<file path="src/rtl/tsmap_pkg.sv">
package tsmap_pkg;

    localparam int CH_W  = 10;
    localparam int OCT_W = 8;
    localparam int THR_W = 4;
    localparam int DSC_W = CH_W + 3;

    // descriptor field layout, decoded from the low bits of the written word
    typedef struct packed {
        logic [CH_W-1:0] chan;
        logic            en;
        logic            sub;
        logic            last;
    } slot_desc_t;

    typedef enum logic [1:0] {
        SP_DESC = 2'd0,
        SP_MASK = 2'd1,
        SP_CTRL = 2'd2,
        SP_NONE = 2'd3
    } space_e;

    typedef struct packed {
        logic             valid;
        logic [CH_W-1:0]  chan;
        logic [OCT_W-1:0] data;
        logic [OCT_W-1:0] keep;
        logic             poll;
    } chan_out_t;

    function automatic logic [OCT_W-1:0] keep_bits(slot_desc_t d, logic [OCT_W-1:0] m);
        if (!d.en)
            return '0;
        return d.sub ? m : {OCT_W{1'b1}};
    endfunction

endpackage

</file>
<file path="src/rtl/tsmap_regs.sv">
module tsmap_regs
    import tsmap_pkg::*;
#(
    parameter int SLOT_AW = 7
) (
    input  logic                 clk,
    input  logic                 rst,
    input  logic                 cfg_we,
    input  logic [SLOT_AW+1:0]   cfg_addr,
    input  logic [31:0]          cfg_wdata,
    input  logic                 rd_en,
    input  logic [SLOT_AW-1:0]   rd_addr,
    output slot_desc_t           rd_desc,
    output logic [OCT_W-1:0]     rd_mask,
    output logic [SLOT_AW-1:0]   start_addr,
    output logic [SLOT_AW-1:0]   end_addr,
    output logic                 port_en,
    output logic [THR_W-1:0]     thr
);

    localparam int NSLOT = 1 << SLOT_AW;
    localparam logic [SLOT_AW-1:0] PTR_IDX  = SLOT_AW'(0);
    localparam logic [SLOT_AW-1:0] MODE_IDX = SLOT_AW'(1);

    space_e             sp;
    logic [SLOT_AW-1:0] idx;
    logic               unused_bits;

    assign sp  = space_e'(cfg_addr[SLOT_AW+1:SLOT_AW]);
    assign idx = cfg_addr[SLOT_AW-1:0];
    assign unused_bits = ^{cfg_wdata[15:DSC_W], cfg_wdata[31:16+SLOT_AW]};

    // descriptor and mask stores: no reset value by design
    slot_desc_t       desc_mem [NSLOT];
    logic [OCT_W-1:0] mask_mem [NSLOT];

    always_ff @(posedge clk) begin
        if (cfg_we && sp == SP_DESC)
            desc_mem[idx] <= slot_desc_t'(cfg_wdata[DSC_W-1:0]);
        if (cfg_we && sp == SP_MASK)
            mask_mem[idx] <= cfg_wdata[OCT_W-1:0];
    end

    always_ff @(posedge clk) begin
        if (rd_en) begin
            rd_desc <= desc_mem[rd_addr];
            rd_mask <= mask_mem[rd_addr];
        end
    end

    always_ff @(posedge clk) begin
        if (rst) begin
            start_addr <= '0;
            end_addr   <= '0;
            port_en    <= 1'b0;
            thr        <= '0;
        end else if (cfg_we && sp == SP_CTRL) begin
            if (idx == PTR_IDX && !port_en) begin
                start_addr <= cfg_wdata[SLOT_AW-1:0];
                end_addr   <= cfg_wdata[16+SLOT_AW-1:16];
            end
            if (idx == MODE_IDX) begin
                port_en <= cfg_wdata[0];
                thr     <= cfg_wdata[4+THR_W-1:4];
            end
        end
    end

    AST_PTR_FROZEN: assert property (@(posedge clk) disable iff (rst)
        (port_en && $past(port_en)) |-> ($stable(start_addr) && $stable(end_addr)));

endmodule

</file>
<file path="src/rtl/tsmap_seq.sv">
module tsmap_seq
    import tsmap_pkg::*;
#(
    parameter int SLOT_AW = 7
) (
    input  logic               clk,
    input  logic               rst,
    input  logic               port_en,
    input  logic [SLOT_AW-1:0] start_addr,
    input  logic [SLOT_AW-1:0] end_addr,
    input  logic [THR_W-1:0]   thr,
    input  logic               oct_vld,
    input  logic               fsync,
    output logic [SLOT_AW-1:0] slot_addr,
    output logic               slot_go,
    output logic               frame_ok
);

    logic [SLOT_AW-1:0] cnt;
    logic [THR_W-1:0]   fcnt;
    logic [THR_W-1:0]   fr_cur;
    logic               synced;

    always_comb begin
        if (fsync) begin
            slot_addr = start_addr;
            fr_cur    = (synced && fcnt < thr) ? fcnt + 1'b1 : '0;
            slot_go   = port_en && oct_vld;
        end else begin
            slot_addr = cnt;
            fr_cur    = fcnt;
            slot_go   = port_en && oct_vld && synced;
        end
        frame_ok = (fr_cur == '0);
    end

    always_ff @(posedge clk) begin
        if (rst || !port_en) begin
            synced <= 1'b0;
            fcnt   <= '0;
            cnt    <= start_addr;
        end else if (slot_go) begin
            synced <= 1'b1;
            fcnt   <= fr_cur;
            cnt    <= (slot_addr == end_addr) ? start_addr : slot_addr + 1'b1;
        end
    end

    AST_SLOT_IN_RANGE: assert property (@(posedge clk) disable iff (rst)
        synced |-> (cnt >= start_addr && cnt <= end_addr));

    AST_FIRST_FRAME_ZERO: assert property (@(posedge clk) disable iff (rst)
        $rose(synced) |-> (fcnt == '0));

endmodule

</file>
<file path="src/rtl/tsmap_out.sv">
module tsmap_out
    import tsmap_pkg::*;
(
    input  logic             clk,
    input  logic             rst,
    input  logic             slot_go,
    input  logic             frame_ok,
    input  logic [OCT_W-1:0] oct_data,
    input  slot_desc_t       desc,
    input  logic [OCT_W-1:0] mask,
    output chan_out_t        res
);

    logic             go_q;
    logic             ok_q;
    logic [OCT_W-1:0] data_q;
    logic [OCT_W-1:0] keep;

    always_ff @(posedge clk) begin
        if (rst) begin
            go_q   <= 1'b0;
            ok_q   <= 1'b0;
            data_q <= '0;
        end else begin
            go_q <= slot_go;
            if (slot_go) begin
                ok_q   <= frame_ok;
                data_q <= oct_data;
            end
        end
    end

    always_comb begin
        res  = '0;
        keep = keep_bits(desc, mask);
        if (go_q && desc.en) begin
            res.valid = 1'b1;
            res.chan  = desc.chan;
            res.keep  = keep;
            res.data  = data_q & keep;
            res.poll  = desc.last && ok_q;
        end
    end

    AST_POLL_WITH_VALID: assert property (@(posedge clk) disable iff (rst)
        res.poll |-> res.valid);

endmodule

</file>
<file path="src/rtl/tdm_slot_mapper.sv">
module tdm_slot_mapper
    import tsmap_pkg::*;
#(
    parameter int SLOT_AW = 7
) (
    input  logic               clk,
    input  logic               rst,
    input  logic               cfg_we,
    input  logic [SLOT_AW+1:0] cfg_addr,
    input  logic [31:0]        cfg_wdata,
    input  logic               fsync,
    input  logic               oct_vld,
    input  logic [OCT_W-1:0]   oct_data,
    output logic               ch_valid,
    output logic [CH_W-1:0]    ch_id,
    output logic [OCT_W-1:0]   ch_data,
    output logic [OCT_W-1:0]   ch_keep,
    output logic               ch_poll
);

    slot_desc_t         rd_desc;
    logic [OCT_W-1:0]   rd_mask;
    logic [SLOT_AW-1:0] start_addr;
    logic [SLOT_AW-1:0] end_addr;
    logic               port_en;
    logic [THR_W-1:0]   thr;
    logic [SLOT_AW-1:0] slot_addr;
    logic               slot_go;
    logic               frame_ok;
    chan_out_t          res;

    tsmap_regs #(.SLOT_AW(SLOT_AW)) u_regs (
        .clk        (clk),
        .rst        (rst),
        .cfg_we     (cfg_we),
        .cfg_addr   (cfg_addr),
        .cfg_wdata  (cfg_wdata),
        .rd_en      (slot_go),
        .rd_addr    (slot_addr),
        .rd_desc    (rd_desc),
        .rd_mask    (rd_mask),
        .start_addr (start_addr),
        .end_addr   (end_addr),
        .port_en    (port_en),
        .thr        (thr)
    );

    tsmap_seq #(.SLOT_AW(SLOT_AW)) u_seq (
        .clk        (clk),
        .rst        (rst),
        .port_en    (port_en),
        .start_addr (start_addr),
        .end_addr   (end_addr),
        .thr        (thr),
        .oct_vld    (oct_vld),
        .fsync      (fsync),
        .slot_addr  (slot_addr),
        .slot_go    (slot_go),
        .frame_ok   (frame_ok)
    );

    tsmap_out u_out (
        .clk      (clk),
        .rst      (rst),
        .slot_go  (slot_go),
        .frame_ok (frame_ok),
        .oct_data (oct_data),
        .desc     (rd_desc),
        .mask     (rd_mask),
        .res      (res)
    );

    assign ch_valid = res.valid;
    assign ch_id    = res.chan;
    assign ch_data  = res.data;
    assign ch_keep  = res.keep;
    assign ch_poll  = res.poll;

    AST_VALID_AFTER_STROBE: assert property (@(posedge clk) disable iff (rst)
        ch_valid |-> $past(oct_vld));

    AST_OFF_SILENT: assert property (@(posedge clk) disable iff (rst)
        !port_en |=> !ch_valid);

endmodule

</file>
<file path="config.mk">
export PLATFORM = sky130hd
export DESIGN_NAME = tdm_slot_mapper
export DESIGN_NICKNAME = d
export VERILOG_FILES = /design/src/rtl/tsmap_pkg.sv /design/src/rtl/tsmap_regs.sv /design/src/rtl/tsmap_seq.sv /design/src/rtl/tsmap_out.sv /design/src/rtl/tdm_slot_mapper.sv
export SDC_FILE = /design/constraint.sdc
export NUM_CORES = 2
export LEC_CHECK = 0
export CAP_MARGIN = 30
export CELL_PAD_IN_SITES_DETAIL_PLACEMENT = 1
export CELL_PAD_IN_SITES_GLOBAL_PLACEMENT = 1
export CORE_UTILIZATION = 30
export CTS_BUF_LIST = sky130_fd_sc_hd__clkbuf_8
export CTS_CLUSTER_SIZE = 24
export DETAILED_ROUTE_END_ITERATION = 7
export DONT_BUFFER_PORTS = 1
export PLACE_DENSITY = 0.5
export SYNTH_ARGS = -nofsm -noshare
export SYNTH_HDL_FRONTEND = slang
export SYNTH_SLANG_ARGS = --single-unit
</file>
<file path="constraint.sdc">
create_clock -name clk -period 2.5 [get_ports clk]
set_input_delay 0.5 -clock clk [delete_from_list [all_inputs] [get_ports clk]]
set_output_delay 0.5 -clock clk [all_outputs]
set_load 0.01 [all_outputs]
</file>
==> flow_summary.ini <==
[yosys]
synth.cell_area_um2 = 109100
synth-xor-area-share_pct = 0.09629
synthSimpleGateAreaFrac_pct = 16.17
synth_nets = 8288
synthDistinctLibCells = 61
synth_fa_ha_area_share_pct = 0.05732
synth_top_family_by_area = simple AND/OR/NAND/NOR gates
synth_area_leaders = edfxtp_1 75%, nand2_1 8.0%, nand3_1 6.4%
synth_top_area_share_pct = 74.72
synth_warnings = 0
yosysSeqAreaShare_pct = 75.35
synth_area_leader_cell = edfxtp_1
synth_edf_count = 2716
synth_mux_area_share_pct = 2.681
ys.flop_type = edfxtp_1
async_flop_share_pct = 0
synthCells = 8229
synth_compound_area_share_pct = 3.320
syn_area_per_cell_um2 = 13.26
ys_seq_elements = 2750

[floorplan]
initial_core_util_pct = 30.13
core_um2 = 362200
die_h_um = 605.2
dieArea_um2 = 366200
io-pin-count = 82
fp.dieW_um = 605.2
rows = 221

[sta]
final.setup.worst_slack_ns = -0.5384
rsz0062_at_grt = yes
final.min_clock_period_ns = 3.038
finClkSkew_ns = 0.07150
max_freq_mhz = 329.1
hold_slack_ns = -0.4865
worstMarginPinSlew_ns = 1.514
fin_crit_sh_pct = 121.5
slew_headroom_pct = -0.9371
drv_slew = 14
hold_viol = 721
setup_viol_count_final = 55

[grt]
use_met3_pct = 3.268
gr-usage-met2_pct = 35.23
grt_max_degree = 259
grt_pass1_wl_um = 572500
gr-max-usage-layer = met2
grt.total_usage_pct = 21.68
overflow = 0
grt_use_met1_pct = 30.53
grt_pass1_vias = 75130
antenna_found_initial = 29

[clocking]
htreeDepth = 5
clkLatencyLatePin_ns = 1.14
cts_tree = yes
clockBufferDepth = 4
cts_root_buf = clkbuf_8
clock_sinks = 2750
cts_made_buffers = 465
path_clk_slew_ns = 0.06

[finish]
area_growth_pct = 24.66
nets = 9413
seqCellArea_um2 = 82250
multi_input_area_um2 = 26220
fillers = 37930
drive_above_1_share_pct = 20.95

[pwr]
clockPowerShare_pct = 41.7
peakVddDrop_uv = 404.8
switching_share_pct = 22.42
switchingPower_mw = 19.98
power_frac_seq_pct = 56.9
power_density_nw_per_um2 = 655.1
power.internal_mw = 69.15
leakagePower_nw = 47.29
comb_power_share_pct = 1.4

[critical_path]
worstPathMaxFanout = 5
crit_arrival_ns = 3.88
r2r_cells = 12
reg2reg_slack_ns = -0.54
start_kind = register
rr_endpoint = u_regs.rd_desc[3]
cp.required_ns = 3.34
setup.worst_path.end_class = register
crit_path_start = u_seq.cnt[0]
worstSetupPathType = register to register
crit_path_end = u_regs.rd_desc[3]
r2r-start = u_seq.cnt[0]

[drt]
drc = 0
routedWlPerCell_um = 28.63
dr.pass1.iters = 6
postRouteAntennaNets = 0
first_iter_violations = 7026
drt-total-wl_um = 416000
via_per_inst = 5.111
vias = 74270

[placed_design]
dp_hpwl_um = 243500
gp_congestion = 0.7999
io_buffers = 0
place_ws_ns = -1.203

[worst_hold_path]
holdCritStartpoint = cfg_wdata[0]
hold_path.class = input port to register

[run_status]
violations = negative hold slack, max-slew violations, negative setup slack
status = finished with violations

[run]
maxCapViolCount = 0
-- critical path, cell delays in order (launching register included) --
cell and delay, ns:
edfxtp_1 0.40, mux2i_4 0.09, buf_12 0.15, buf_12 0.13
inv_8 0.12, buf_6 0.16, mux4_2 0.55, a2111oi_4 0.36
buf_4 0.17, o21ai_1 0.06, o211ai_1 0.21, buf_4 0.24
a22oi_2 0.07
-- placed cells by master, fill, tap and decap left out, drive strengths merged, types with 5 or more instances in the layout --
master,instances
edfxtp,2716
nand2,2324
nand3,1387
buf,1089
clkbuf,496
nor2,294
a21oi,280
inv,200
clkinv,168
mux2i,93
mux4,82
dlygate4sd3,80
o21ai,73
a31oi,53
nor4,44
nand4,42
a2111oi,38
a22oi,37
dfxtp,34
o211ai,22
a41o,20
a32oi,18
diode,14
and3,13
xnor2,12
mux2,11
nor2b,10
a32o,10
and2,8
clkinvlp,7
bufinv,6
o32ai,6
ha,5
o221ai,5
o311ai,5
-- Yosys cell counts (all sizes together), types with 4 or more instances --
| cell | n |
|---|---|
| nor2b | 10 |
| mux2i | 93 |
| nand4 | 42 |
| nor4 | 44 |
| mux4 | 82 |
| o21ai | 73 |
| inv | 19 |
| edfxtp | 2716 |
| nand3 | 1387 |
| nand2 | 2324 |
| o311ai | 5 |
| o32ai | 6 |
| a31oi | 53 |
| xnor2 | 12 |
| nor2 | 294 |
| and2 | 8 |
| o211ai | 22 |
| clkbuf | 250 |
| mux2 | 11 |
| a32o | 10 |
| nor3b | 4 |
| ha | 5 |
| a2111oi | 38 |
| a41o | 20 |
| and3 | 13 |
| nor3 | 4 |
| dfxtp | 34 |
| a22oi | 37 |
| a22o | 4 |
| a21oi | 280 |
| o221ai | 5 |
| buf | 286 |
| a32oi | 18 |
-- sequential cells by signal, summed over array words and instances, names as in the netlist, 4 cells and up --
signal and cells:
u_out.data_q 8, u_regs.mask_mem 1024, u_regs.rd_desc 13, u_seq.cnt 7
u_regs.rd_mask 8, u_regs.desc_mem 1664, u_regs.end_addr 7, u_regs.thr 4
u_regs.start_addr 7, u_seq.fcnt 4
-- worst min-delay path by stage --
| stage | cells past startpoint | endpoint | slack [ns] |
|---|---|---|---|
| floorplan | 2 | u_out.data_q[0] | 0.43 |
| global placement | 2 | u_out.data_q[0] | 0.43 |
| detailed placement | 2 | u_out.ok_q | 0.44 |
| CTS | 0 | u_regs.mask_mem[87][4] | -0.62 |
| global route | 0 | u_regs.mask_mem[87][0] | -0.55 |
| finish | 0 | u_regs.mask_mem[87][0] | -0.49 |
-- layer usage --
metal / routed length (um) / part of all wire (%)
met1: 187800 / 45
met5: 77 / 0.019
met3: 23670 / 5.7
met4: 10040 / 2.4
met2: 194400 / 47
-- what timing repair did --
action,CTS,global route
cloned,11,22
setup buffers,27,63
hold endpoints to repair,2847,1403
hold buffers,82,13
pin swaps,27,87
endpoints found under the setup margin,56,64
resized for setup,257,272
-- power by group through the flow --
stage          Sequential (mW)  Combinational (mW)  Clock [mW]
2_1_floorplan             51.7               0.206           0
3_3_place_gp              51.7               0.484           0
3_5_place_dp              51.7               0.485           0
4_1_cts                   50.7               0.826        38.1
5_1_grt                   50.7                1.30        39.8
6_report                  50.7                1.25        37.2
-- layout make-up --
type / instances / area share (%)
tap: 4794 / 4.408
clock inverter: 361 / 1.248
clock buffer: 475 / 4.805
timing repair inverter: 1 / 0.008276
antenna: 14 / 0.02575
inverter: 19 / 0.07908
multi-input combinational: 4924 / 19.27
sequential: 2750 / 60.45
timing repair buffer: 1193 / 9.708
-- cell families after synthesis --
kind of cell / after synthesis
buf+inv: 555
compound gates: 580
simple gates: 4141
fa+ha+maj: 5
xor+xnor: 12
mux: 186
flops: 2750
-- through the flow --
step | setup TNS, ns | utilization [%] | power [mW] | cell area [um2] | instances
finish | -16.05 | 37.56 | 89.13 | 136100 | 14530
global route | -18.69 | 37.56 | 91.76 | 136100 | 14530
CTS | -18.88 | 36.84 | 89.62 | 133400 | 14430
detailed placement | -22.22 | 33.85 | 52.15 | 122600 | 13480
global placement | -26.35 | 33.83 | 52.15 | 122600 | 13470
floorplan | -1.872 | - | 51.88 | 109100 | 8229
Power figures use the tool's default switching activity.
